<file path="config.mk">
export PLATFORM = sky130hd
export DESIGN_NAME = egr_group
export DESIGN_NICKNAME = d
export VERILOG_FILES = /design/src/rtl/egr_pkg.sv /design/src/rtl/egr_quiet.sv /design/src/rtl/egr_cfg.sv /design/src/rtl/egr_router.sv /design/src/rtl/egr_group.sv
export SDC_FILE = /design/constraint.sdc
export NUM_CORES = 1
export LEC_CHECK = 0
export BUFFER_PORTS_ARGS = -buffer_cell sky130_fd_sc_hd__clkbuf_2
export CORE_MARGIN = 2
export CORE_UTILIZATION = 48
export DETAILED_ROUTE_END_ITERATION = 8
export GPL_TIMING_DRIVEN = 0
export PLACE_DENSITY = 0.91
export SYNTH_ARGS = -nofsm -noshare
export SYNTH_HDL_FRONTEND = slang
export SYNTH_SLANG_ARGS = --single-unit
</file>
<file path="constraint.sdc">
create_clock -name clk -period 1.9 [get_ports clk]
set_input_delay 0.095 -clock clk [delete_from_list [all_inputs] [get_ports clk]]
set_output_delay 0.095 -clock clk [all_outputs]
set_load 0.01 [all_outputs]
</file>
<file path="src/rtl/egr_pkg.sv">
package egr_pkg;
  localparam int CTL_W = 4;
  localparam int FMT_W = 2;

  typedef enum logic [1:0] {
    MODE_NORMAL = 2'd0,
    MODE_B2B    = 2'd1,
    MODE_EXT    = 2'd2
  } grp_mode_e;

  typedef enum logic [FMT_W-1:0] {
    FMT_LIN  = 2'd0,
    FMT_SMAG = 2'd1,
    FMT_ULAW = 2'd2,
    FMT_ALAW = 2'd3
  } pcm_fmt_e;

  // bit3 send mute, bit2 receive mute, bit1 face-to-face, bit0 chain
  typedef struct packed {
    logic mute_s;
    logic mute_r;
    logic b2b;
    logic ext;
  } ch_ctl_t;

  localparam logic [1:0] ADDR_CTL_A = 2'd0;
  localparam logic [1:0] ADDR_CTL_B = 2'd1;
  localparam logic [1:0] ADDR_FMT   = 2'd2;
endpackage

</file>
<file path="src/rtl/egr_quiet.sv">
module egr_quiet import egr_pkg::*; #(
  parameter int SAMPLE_W = 16
) (
  input  pcm_fmt_e              fmt,
  output logic [SAMPLE_W-1:0]   code
);
  localparam int CW = 8;

  logic [CW-1:0] code8;

  always_comb begin
    case (fmt)
      FMT_LIN:  code8 = 8'h00;
      FMT_SMAG: code8 = 8'h80;
      FMT_ULAW: code8 = 8'hFF;
      default:  code8 = 8'hD5;
    endcase
  end

  generate
    if (SAMPLE_W > CW) begin : g_wide
      assign code = {{(SAMPLE_W-CW){1'b0}}, code8};
    end else begin : g_narrow
      assign code = code8[SAMPLE_W-1:0];
    end
  endgenerate

  // linear format always yields all-zero silence
  always_comb begin
    if (fmt == FMT_LIN) assert_lin_zero_R12: assert (code == '0);
  end
endmodule

</file>
<file path="src/rtl/egr_cfg.sv">
module egr_cfg import egr_pkg::*; (
  input  logic             clk,
  input  logic             rst,
  input  logic             wr_en,
  input  logic [1:0]       wr_addr,
  input  logic [CTL_W-1:0] wr_data,
  input  logic             frame_stb,
  output ch_ctl_t          act_a,
  output ch_ctl_t          act_b,
  output pcm_fmt_e         act_fmt,
  output grp_mode_e        mode,
  output logic             conflict,
  output logic             cfg_err
);
  ch_ctl_t   pend_a, pend_b;
  pcm_fmt_e  pend_fmt;
  grp_mode_e nxt_mode;
  logic      nxt_b2b_req;

  always_comb begin
    nxt_b2b_req = pend_a.b2b & pend_b.b2b;
    if (pend_a.ext)       nxt_mode = MODE_EXT;
    else if (nxt_b2b_req) nxt_mode = MODE_B2B;
    else                  nxt_mode = MODE_NORMAL;
  end

  always_ff @(posedge clk) begin
    if (rst) begin
      pend_a   <= '0;
      pend_b   <= '0;
      pend_fmt <= FMT_LIN;
      act_a    <= '0;
      act_b    <= '0;
      act_fmt  <= FMT_LIN;
      mode     <= MODE_NORMAL;
      conflict <= 1'b0;
      cfg_err  <= 1'b0;
    end else begin
      if (wr_en) begin
        case (wr_addr)
          ADDR_CTL_A: pend_a   <= ch_ctl_t'(wr_data);
          ADDR_CTL_B: pend_b   <= ch_ctl_t'(wr_data);
          ADDR_FMT:   pend_fmt <= pcm_fmt_e'(wr_data[FMT_W-1:0]);
          default: ;
        endcase
      end
      if (frame_stb) begin
        act_a    <= pend_a;
        act_b    <= pend_b;
        act_fmt  <= pend_fmt;
        mode     <= nxt_mode;
        conflict <= pend_a.ext & nxt_b2b_req;
        cfg_err  <= pend_b.ext;
      end
    end
  end

  assert_mode_hold_R2: assert property (@(posedge clk) disable iff (rst)
    !frame_stb |=> $stable(mode));
  assert_mode_legal_R3: assert property (@(posedge clk) disable iff (rst)
    mode != 2'd3);
  assert_conflict_ext_R4: assert property (@(posedge clk) disable iff (rst)
    conflict |-> mode == MODE_EXT);
  assert_err_tracks_b_R5: assert property (@(posedge clk) disable iff (rst)
    cfg_err == act_b.ext);
endmodule

</file>
<file path="src/rtl/egr_router.sv">
module egr_router import egr_pkg::*; #(
  parameter int                 SAMPLE_W = 16,
  parameter logic [SAMPLE_W-1:0] FILL    = 16'h7FFF
) (
  input  logic                clk,
  input  logic                rst,
  input  grp_mode_e           mode,
  input  ch_ctl_t             act_a,
  input  ch_ctl_t             act_b,
  input  logic [SAMPLE_W-1:0] quiet,
  input  logic                slot_a_stb,
  input  logic                slot_b_stb,
  input  logic [SAMPLE_W-1:0] rin,
  input  logic [SAMPLE_W-1:0] sin,
  output logic [SAMPLE_W-1:0] core_a_ref,
  output logic [SAMPLE_W-1:0] core_a_snd,
  output logic                core_a_vld,
  input  logic [SAMPLE_W-1:0] core_a_err,
  output logic [SAMPLE_W-1:0] core_b_ref,
  output logic [SAMPLE_W-1:0] core_b_snd,
  output logic                core_b_vld,
  input  logic [SAMPLE_W-1:0] core_b_err,
  output logic [SAMPLE_W-1:0] rout,
  output logic [SAMPLE_W-1:0] sout,
  output logic                out_vld,
  output logic                out_slot
);
  logic [SAMPLE_W-1:0] rin_qa, rin_qb, rout_n, sout_n;

  assign rin_qa = act_a.mute_r ? quiet : rin;
  assign rin_qb = act_b.mute_r ? quiet : rin;

  always_comb begin
    core_a_ref = '0; core_a_snd = '0; core_a_vld = 1'b0;
    core_b_ref = '0; core_b_snd = '0; core_b_vld = 1'b0;
    rout_n = FILL;   sout_n = FILL;
    if (slot_a_stb) begin
      case (mode)
        MODE_B2B: begin
          core_a_ref = rin;  core_a_snd = sin;  core_a_vld = 1'b1;
          core_b_ref = sin;  core_b_snd = rin;  core_b_vld = 1'b1;
          sout_n = act_a.mute_s ? quiet : core_a_err;
          rout_n = act_b.mute_s ? quiet : core_b_err;
        end
        MODE_EXT: begin
          core_a_ref = rin_qa; core_a_snd = sin;        core_a_vld = 1'b1;
          core_b_ref = rin_qa; core_b_snd = core_a_err; core_b_vld = 1'b1;
          rout_n = rin_qa;
          sout_n = act_a.mute_s ? quiet : core_b_err;
        end
        default: begin
          core_a_ref = rin_qa; core_a_snd = sin; core_a_vld = 1'b1;
          rout_n = rin_qa;
          sout_n = act_a.mute_s ? quiet : core_a_err;
        end
      endcase
    end else if (slot_b_stb && mode == MODE_NORMAL) begin
      core_b_ref = rin_qb; core_b_snd = sin; core_b_vld = 1'b1;
      rout_n = rin_qb;
      sout_n = act_b.mute_s ? quiet : core_b_err;
    end
  end

  always_ff @(posedge clk) begin
    if (rst) begin
      rout     <= '0;
      sout     <= '0;
      out_vld  <= 1'b0;
      out_slot <= 1'b0;
    end else begin
      out_vld <= slot_a_stb | slot_b_stb;
      if (slot_a_stb | slot_b_stb) begin
        rout     <= rout_n;
        sout     <= sout_n;
        out_slot <= slot_b_stb & ~slot_a_stb;
      end
    end
  end

  assert_one_slot_R13: assert property (@(posedge clk) disable iff (rst)
    $onehot0({slot_a_stb, slot_b_stb}));
  assert_out_follows_R13: assert property (@(posedge clk) disable iff (rst)
    (slot_a_stb | slot_b_stb) |=> out_vld);
  assert_fill_slot_b_R9: assert property (@(posedge clk) disable iff (rst)
    (slot_b_stb && mode != MODE_NORMAL) |=> (rout == FILL && sout == FILL));
  assert_no_core_b_slot_R9: assert property (@(posedge clk) disable iff (rst)
    (slot_b_stb && mode != MODE_NORMAL) |-> !(core_a_vld || core_b_vld));
  assert_b2b_cross_R7: assert property (@(posedge clk) disable iff (rst)
    (slot_a_stb && mode == MODE_B2B) |-> (core_b_ref == sin && core_b_snd == rin));
  assert_ext_chain_R8: assert property (@(posedge clk) disable iff (rst)
    (slot_a_stb && mode == MODE_EXT) |-> (core_b_snd == core_a_err && core_b_ref == core_a_ref));
endmodule

</file>
<file path="src/rtl/egr_group.sv">
module egr_group import egr_pkg::*; #(
  parameter int                  SAMPLE_W = 16,
  parameter logic [SAMPLE_W-1:0] FILL     = 16'h7FFF
) (
  input  logic                clk,
  input  logic                rst,
  input  logic                wr_en,
  input  logic [1:0]          wr_addr,
  input  logic [CTL_W-1:0]    wr_data,
  input  logic                frame_stb,
  input  logic                slot_a_stb,
  input  logic                slot_b_stb,
  input  logic [SAMPLE_W-1:0] rin,
  input  logic [SAMPLE_W-1:0] sin,
  output logic [SAMPLE_W-1:0] core_a_ref,
  output logic [SAMPLE_W-1:0] core_a_snd,
  output logic                core_a_vld,
  input  logic [SAMPLE_W-1:0] core_a_err,
  output logic [SAMPLE_W-1:0] core_b_ref,
  output logic [SAMPLE_W-1:0] core_b_snd,
  output logic                core_b_vld,
  input  logic [SAMPLE_W-1:0] core_b_err,
  output logic [SAMPLE_W-1:0] rout,
  output logic [SAMPLE_W-1:0] sout,
  output logic                out_vld,
  output logic                out_slot,
  output logic [1:0]          mode,
  output logic                conflict,
  output logic                cfg_err
);
  ch_ctl_t             act_a, act_b;
  pcm_fmt_e            act_fmt;
  grp_mode_e           mode_q;
  logic [SAMPLE_W-1:0] quiet;

  egr_cfg i_cfg (
    .clk, .rst, .wr_en, .wr_addr, .wr_data, .frame_stb,
    .act_a, .act_b, .act_fmt, .mode(mode_q), .conflict, .cfg_err
  );

  egr_quiet #(.SAMPLE_W(SAMPLE_W)) i_quiet (.fmt(act_fmt), .code(quiet));

  egr_router #(.SAMPLE_W(SAMPLE_W), .FILL(FILL)) i_router (
    .clk, .rst, .mode(mode_q), .act_a, .act_b, .quiet,
    .slot_a_stb, .slot_b_stb, .rin, .sin,
    .core_a_ref, .core_a_snd, .core_a_vld, .core_a_err,
    .core_b_ref, .core_b_snd, .core_b_vld, .core_b_err,
    .rout, .sout, .out_vld, .out_slot
  );

  assign mode = mode_q;
endmodule

</file>
* After elaboration in Yosys (flattened, before gate mapping)
Index checks and enable logic that the tools add are counted.
** Cells by class
- Equality and inequality tests :: 6
- Muxes and demuxes :: 27
- Bitwise gates (word level) :: 5
- Reductions and logical operators :: 8
** Operators by type and width (count)
- 16-bit 2-to-1 mux :: 18
- 16-bit one-hot mux with 2 select lines :: 2
- 8-bit one-hot mux with 3 select lines :: 1
- 2-bit by 1-bit == test with 1-bit output, second input constant :: 3
- 2-bit == test, second input constant :: 3
- 2-bit logical NOT :: 3
- 2-bit AND reduction :: 3
- 1-bit 2-to-1 mux :: 5
- 1-bit AND :: 3
- 2-bit 2-to-1 mux :: 1
- 2-bit OR reduction :: 1
- 1-bit logical AND :: 1
- 1-bit inverter :: 1
- 1-bit OR :: 1
** Word-level totals
- Register bits after elaboration :: 54
- Input port bits :: 76
- Output and inout bits :: 104
- Logic and storage cells :: 67

* Longest topological paths before layout
Gate-level depths: netlist (run 1).
- Depth after elaboration :: 5
- Gate-level depth with buffers :: 9
- Gate-level depth less buffers :: 6

* Hierarchy
A second synthesis (run 1) with hierarchy kept.
** Second synthesis, totals
- Cells, all modules :: 534
- Area, all modules :: 4500.6 um2
** By module, submodules not included
- egr_router :: instances 1, cells each 436, area an instance 3495.9 um2, seq. area each 680.7 um2
- egr_cfg :: instances 1, cells each 81, area an instance 884.6 um2, seq. area each 440.4 um2
- egr_quiet :: instances 1, cells each 17, area an instance 120.1 um2, seq. area each 0.0 um2

* Least setup slack after synthesis (run 1)
Ideal clock, no wire load.
- Path type :: reg2out
- Start :: register i_cfg.mode[0]
- End :: output port core_b_snd[10]
- Arrival :: 1.517 ns
- Setup slack :: 0.288 ns
- Cell stages (with the launch flop) :: 9
- Buffers on the path :: 4
- Path through :: dfxtp_1 -> inv_1 -> ha_1 -> buf_6 -> buf_12 -> buf_12 -> buf_4 -> a22oi_1 -> o21ai_0
** On the way
- Word-level cells in the longest chain between the ends :: 4
- Elaborated cells between the ends (all ways) :: 7
- Those cells by class :: 2 x eq/ne; 3 x mux; 2 x reduce/logical
** Ends and longest elaborated chain
- start: declaration :: line egr_cfg.sv:11 : output grp_mode_e mode,
- start signal: assignment :: line egr_cfg.sv:51 : mode <= nxt_mode;
- branches (longest 3 deep; another with 16-bit one-hot mux with 2 select lines)
- 16-bit 2-to-1 mux (*) :: line egr_router.sv:37 : if (slot_a_stb) begin
- end: declaration :: line egr_group.sv:20 : output logic [SAMPLE_W-1:0] core_b_snd,
Mark *: on every way between the ends.

* Worst setup path after layout (run 1)
- Start :: register i_cfg.mode[0]
- End :: output port core_b_ref[9]
** On the way
- Word-level cells in the longest chain between the ends :: 4
- Elaborated cells between the ends (all ways) :: 7
- Those cells by class :: 2 x eq/ne; 3 x mux; 2 x reduce/logical
** Ends and longest elaborated chain
- branches (longest 3 deep; another with 16-bit one-hot mux with 2 select lines)
- 16-bit 2-to-1 mux (*) :: line egr_router.sv:37
- end: declaration :: line egr_group.sv:19 : output logic [SAMPLE_W-1:0] core_b_ref,
Marked as above.

==> reports/results.ini, run 1 <==
[yosys]
synth_area_leaders=dfxtp_1 28%, mux2i_1 10%, a22oi_1 5.6%
syn-cell-area_um2=3900
synth_top_area_share_pct=27.7
syn_inst=477
async_flop_share_pct=0
yosysWarnings=0
yosys.cell_types.count=51
syn_nets=556
ys_ff_latch=54
synth-main-ff-cell=dfxtp_1
synth-edff-count=0
synth.avg_cell_area_um2=8.17
seq_area_frac_synth_pct=27.7
yosysTopAreaCell=dfxtp_1

[sta]
period_needed_ns=1.84
rsz0062_at_grt=yes
clock.fmax_ghz=0.542
fin_crit_sh_pct=97.1
worstMarginPinSlew_ns=0.627
slew_headroom_pct=58.2
drv_slew=0
setup_viol=0
hold_viol=0
skew_ns=0.0115

[cts]
path_clk_slew_ns=0.10
cts_tree=yes
clockRootBuffer=clkbuf_8
numCtsBuffers=5
cts_sinks=54
htreeDepth=2
worstSkewPairLatency_ns=0.31
cts_hold_buf=0
clk_path_buf_depth=2

[route]
wire_per_inst_um=19.6
drtIter0Drc=457
first_pass_iters=5
via_per_inst=6.11
drc=0
routed_wirelength_mm=15.1
ant_nets=0
vias=4697

[layout]
area_delta_synth_final_pct=33.8
fillers=674
nets=745
final_cells=769
drive_above_1_share_pct=40.8
diodes=0

[worst_setup_path]
path_cells=inv_4 > ha_2 > buf_6 > inv_2 > o32ai_4 > buf_6 > a22o_1 > buf_2
cpMostUsedCell=buf_6
arrival_ns=1.75
path_max_fanout=4
crit_required_ns=1.80
criticalPathCategory=reg2out
cp-end-kind=output pin
slowest_delay_ns=0.37
start_kind=flip-flop
crit_path_top_delay_cell=dfxtp_4

[floorplanning]
rows=32
start_util_pct=49.9
coreArea_um2=7810
die_x_um=94.1
die_area_um2=8860
die-height_um=94.1
ios=180

[grt]
grt_pass1_wl_mm=22.8
groute.usage.overall_pct=32.9
antenna_found_initial=0
overflow=0
grt_pass1_vias=4420
grt_max_degree=17

[place]
dp_hpwl_mm=11.7
gp_congestion=0.938
io_buffers=176
placed_cells=755

[power_and_ir_drop]
power_mw=2.98
max-vdd-ir-drop_mv=0.533
power_density_nw_per_um2=571
leakage_nw=2.41

[job]
drv_cap=0

[outcome]
status=finished, final reports clean

[hold_path]
min_path_type=in2reg

==> per-layer routing <==
metal / share of wire [%] / vias up / global-route usage (%) / routed length [um]
met1: 39 / 2183 / 41.5 / 5800
met2: 48 / 339 / 55.2 / 7190
met5: 0 / - / 0 / 0
li1: - / 2114 / - / -
met4: 3.4 / 0 / 13.6 / 505
met3: 10 / 61 / 5.86 / 1560
==> cell type report <==
| type | count | area, um2 | share of cell area (%) |
|---|---|---|---|
| Buffer | 46 | 363 | 6.95 |
| Clock buffer | 6 | 82.6 | 1.58 |
| Clock inverter | 2 | 60.1 | 1.15 |
| Inverter | 9 | 38.8 | 0.743 |
| Multi-Input combinational cell | 365 | 2500 | 48.0 |
| Sequential cell | 54 | 1090 | 20.8 |
| Tap cell | 102 | 128 | 2.45 |
| Timing Repair Buffer | 185 | 956 | 18.3 |
==> worst paths after layout <==
check,start,to,slack [ns],cells past startpoint
worst max-delay path,i_cfg.mode[0]$_SDFFE_PP0P_,core_b_ref[9],0.06,8
worst min-delay path,wr_data[2],i_cfg.pend_b[2]$_SDFFE_PP0P_,0.04,3
worst max register to register,i_cfg.mode[0]$_SDFFE_PP0P_,i_router.sout[0]$_SDFFE_PP0P_,0.15,9
worst min register to register,i_cfg.conflict$_SDFFE_PP0P_,i_cfg.conflict$_SDFFE_PP0P_,0.50,2
==> cell families after synthesis <==
family | Yosys count | synth area share, %
AO/OA/AOI/OAI | 162 | 28.3
AND/OR/NAND/NOR | 154 | 21.0
adder cells (fa/ha/maj) | 3 | 0.963
buffers and inverters | 58 | 9.60
flip-flops | 54 | 27.7
multiplexers | 46 | 12.4
==> registers in the layout, summed over array words and instances, names as in the netlist, 2 cells and up <==
signal          cells
i_cfg.act_b         2
i_router.rout      16
i_router.sout      16
i_cfg.mode          2
i_cfg.pend_fmt      2
i_cfg.pend_b        4
i_cfg.act_fmt       2
i_cfg.act_a         2
i_cfg.pend_a        4
==> timing repair <==
action	4_1_cts	5_1_grt
endpoints found under the hold margin	0	0
gates resized for setup	23	33
endpoints found under the setup margin	42	37
pin swaps	4	4
setup buffers	7	2
==> critical path, delay by kind of cell (launching register included) <==
family / cells / cell delay [ns]
AO/OA/AOI/OAI: 2 / 0.41
adder cells (fa/ha/maj): 1 / 0.16
buffers and inverters: 5 / 0.50
flip-flops: 1 / 0.37
==> stage by stage <==
step | hold WS, ns | setup slack, ns | instance area [um2] | setup TNS, ns | utilization (%)
2_1_floorplan | 0.239 | 0.288 | 3900 | 0 | -
3_3_place_gp | 0.349 | 0.0502 | 4910 | 0 | 62.9
3_5_place_dp | 0.359 | 0.0197 | 4910 | 0 | 62.9
4_1_cts | 0.0357 | 0.00410 | 5150 | 0 | 66.0
5_1_grt | 0.0487 | -0.0264 | 5220 | -0.118 | 66.8
6_report | 0.0402 | 0.0560 | 5220 | 0 | 66.8
==> layout by cell type, fill, tap and decap left out, drive strengths merged, types with 2 or more instances in the layout <==
cell type / count
clkbuf: 182
buf: 55
dfxtp: 54
nor2: 48
o21ai: 46
mux2i: 39
nand2: 36
a21oi: 33
a22oi: 29
a221oi: 17
and2: 16
o21bai: 11
and3: 10
nor2b: 10
a22o: 9
nand2b: 9
inv: 9
o22ai: 8
nor3: 8
mux2: 7
nor4: 6
nand3b: 5
o311a: 4
ha: 3
bufinv: 2
nor3b: 2
==> synth_stat cells, drive strengths merged, types with 7 or more instances <==
master and n:
dfxtp 54, nor2 48, o21ai 46, buf 39, mux2i 39, nand2 36
a21oi 33, a22oi 29, a221oi 17, and2 16, o21bai 11, and3 10
clkbuf 10, nor2b 10, a22o 9, inv 9, nand2b 9, nor3 8
o22ai 8, mux2 7
==> where the power goes <==
group	switching, mW	internal [mW]
Combinational	0.457	0.333
Sequential	0.0432	1.20
Clock	0.387	0.562
Total	0.887	2.09
Note: power is estimated with default switching activity, not from simulation.
==> inputs of run 2 (changes only) <==
- ABC_AREA: not set -> 1
- BUFFER_PORTS_ARGS: -buffer_cell sky130_fd_sc_hd__clkbuf_2 -> -buffer_cell sky130_fd_sc_hd__buf_2
- CORE_UTILIZATION: 48 -> 47
- PLACE_DENSITY: 0.91 -> 0.9
==> reports/results.ini, run 2 <==
[outcome]
status=finished, final reports clean  ; unchanged

[worst_setup_path]
cp-end-kind=output pin  ; unchanged
slowest_delay_ns=0.35  ; was 0.37 ns
criticalPathCategory=reg2out  ; unchanged
crit_required_ns=1.80  ; about the same
path_cells=inv_2 > ha_2 > nand2_2 > nor2_4 > inv_2 > clkbuf_2 > o21ai_0 > buf_2  ; was inv_4 > ha_2 > buf_6 > inv_2 > o32ai_4 > buf_6 > a22o_1 > buf_2
crit_path_top_delay_cell=dfxtp_2  ; was dfxtp_4
cpMostUsedCell=inv_2  ; was buf_6
arrival_ns=1.74  ; was 1.75 ns
start_kind=flip-flop  ; unchanged
path_max_fanout=10  ; was 4

[layout]
nets=926  ; was 745
fillers=781  ; was 674
utilization_pct=65.4  ; was 66.8%
regArea_um2=1090  ; unchanged
drive_above_1_share_pct=29.6  ; was 40.8%
diodes=0  ; unchanged
final_common_cell=buf_2  ; was clkbuf_2
final_cell_mix=192 x buf_2, 165 x nand2_1, 79 x o21ai_0  ; was 168 x clkbuf_2, 52 x dfxtp_1, 46 x nor2_1
reg.largest.list=i_router.rout x16, i_router.sout x16  ; unchanged
final_cells=950  ; was 769
area_delta_synth_final_pct=33.5  ; was 33.8%
multi_input_area_um2=2300  ; was 2500 um2

[route]
vias=5231  ; was 4697
drtIter0Drc=515  ; was 457
via_per_inst=5.51  ; was 6.11
ant_nets=0  ; unchanged
drc=0  ; unchanged
first_pass_iters=6  ; was 5
wire_per_inst_um=15.2  ; was 19.6 um
routed_wirelength_mm=14.4  ; was 15.1 mm

[floorplanning]
ios=180  ; unchanged
start_util_pct=49.0  ; was 49.9%
die_area_um2=8880  ; was 8860 um2
die-height_um=94.3  ; was 94.1 um
die_x_um=94.3  ; was 94.1 um
rows=32  ; unchanged
coreArea_um2=7810  ; unchanged

[sta]
fin_crit_sh_pct=96.7  ; was 97.1%
setup_viol=0  ; unchanged
rsz0062_at_grt=yes  ; unchanged
worstMarginPinSlew_ns=0.697  ; was 0.627 ns
clock.fmax_ghz=0.544  ; was 0.542 GHz
skew_ns=0.00276  ; was 0.0115 ns
hold_viol=0  ; unchanged
hold_ws_ns=0.0137  ; was 0.0402 ns
slew_headroom_pct=53.5  ; was 58.2%
period_needed_ns=1.84  ; about the same
fin_setup_tns_ns=0  ; unchanged
drv_slew=0  ; unchanged

[grt]
groute.usage.overall_pct=31.2  ; was 32.9%
grt_pass1_vias=4511  ; was 4420
overflow=0  ; unchanged
grt_max_degree=18  ; was 17
grtUsageMet3_pct=5.94  ; was 5.86%
antenna_found_initial=0  ; unchanged
grtUsageMet2_pct=52.0  ; was 55.2%
grt_util_met1_pct=39.7  ; was 41.5%
grt-busiest-layer=met2  ; unchanged
grt_pass1_wl_mm=21.9  ; was 22.8 mm

[yosys]
yosysMostFrequentCell=nand2_1  ; was dfxtp_1
async_flop_share_pct=0  ; unchanged
ys_ff_latch=54  ; unchanged
synth-edff-count=0  ; unchanged
syn_inst=656  ; was 477
seq_area_frac_synth_pct=28.2  ; was 27.7%
synth_top_area_share_pct=28.2  ; was 27.7%
synth-main-ff-cell=dfxtp_1  ; unchanged
synth.avg_cell_area_um2=5.84  ; was 8.17 um2
syn-cell-area_um2=3830  ; was 3900 um2
synth_area_leaders=dfxtp_1 28%, nand2_1 16%, o21ai_0 11%  ; was dfxtp_1 28%, mux2i_1 10%, a22oi_1 5.6%
yosysTopAreaCell=dfxtp_1  ; unchanged
synth_top_cells_by_count=167 x nand2_1, 82 x o21ai_0, 71 x inv_1  ; was 54 x dfxtp_1, 47 x nor2_1, 39 x mux2i_1
yosys.cell_types.count=27  ; was 51
yosysWarnings=0  ; unchanged
syn_nets=735  ; was 556

[job]
drv_cap=0  ; unchanged

[cts]
path_clk_slew_ns=0.10  ; about the same
clockRootBuffer=clkbuf_8  ; unchanged
cts_sinks=54  ; unchanged
numCtsBuffers=5  ; unchanged
clk_path_buf_depth=2  ; unchanged
cts_tree=yes  ; unchanged
htreeDepth=2  ; unchanged
worstSkewPairLatency_ns=0.31  ; about the same

[place]
io_buffers=178  ; was 176
dp_hpwl_mm=11.7  ; about the same
placed_cells=936  ; was 755
gp_congestion=0.962  ; was 0.938

[hold_path]
min_path_type=in2reg  ; unchanged

[power_and_ir_drop]
max-vdd-ir-drop_mv=0.468  ; was 0.533 mV
leakage_nw=2.80  ; was 2.41 nW
power_density_nw_per_um2=559  ; was 571 nW/um2

-- run 2: layout make-up --
type                    instances  area share [%]
multi-input cells             482            45.1
flip-flops and latches         54            21.3
repair buffers                184            18.3
plain buffers                  46            5.66
inverters                      74            5.53
well taps                     102            2.50
clock buffers                   6            1.42
clock inverters                 2           0.318
-- run 2: path summary, 6_finish.rpt --
check                           startpoint                              to  slack [ns]  cells past startpoint
min                                    rst      i_cfg.mode[0]$_SDFFE_PP0P_        0.01                      2
max reg2reg     i_cfg.mode[0]$_SDFFE_PP0P_  i_router.sout[15]$_SDFFE_PP0P_        0.30                      8
min reg2reg  i_router.sout[7]$_SDFFE_PP0P_   i_router.sout[7]$_SDFFE_PP0P_        0.48                      2
max             i_cfg.mode[1]$_SDFFE_PP0P_                   core_b_ref[6]        0.06                      8
-- run 2: where the power goes --
part	internal, mW	switching [mW]
Clock	0.266	0.395
Sequential	1.22	0.0425
Combinational	0.359	0.578
-- run 2: cells by family (layout without fill, tap and decap cells) --
kind of cell	after synthesis	count (layout)	share of synthesized area, %
AND/OR/NAND/NOR	279	279	29.3
AO/OA/AOI/OAI	200	200	28.5
buffers and inverters	120	312	13.0
flip-flops	54	54	28.2
adder cells (fa/ha/maj)	3	3	0.980
-- run 2: metrics by stage --
step | instance area [um2] | total power [mW] | setup WS, ns
floorplan | 3830 | 1.78 | 0.341
global placement | 4850 | 2.16 | 0.0255
detailed placement | 4850 | 2.16 | -0.0110
CTS | 5000 | 2.82 | 0.00652
global route | 5110 | 3.01 | -0.0198
finish | 5110 | 2.86 | 0.0623
-- run 2: critical path: cells and delay by family (launching register included) --
| family | cells | cell delay, ns |
|---|---|---|
| buffers and inverters | 4 | 0.50 |
| flip-flops | 1 | 0.35 |
| AO/OA/AOI/OAI | 1 | 0.24 |
| adder cells (fa/ha/maj) | 1 | 0.17 |
| AND/OR/NAND/NOR | 2 | 0.17 |
-- run 2: per-layer routing --
layer,vias to the layer above,share of wire [%]
met4,0,2.8
li1,2546,-
met1,2303,40
met5,-,0
met2,345,46
met3,37,11
-- run 2: what timing repair did --
item                       4_1_cts  5_1_grt
setup endpoints to repair       49       46
cloned                           0        1
pin swaps                        1        2
resized for setup               30       34
hold buffers                     0        0
buffers inserted                 1        4
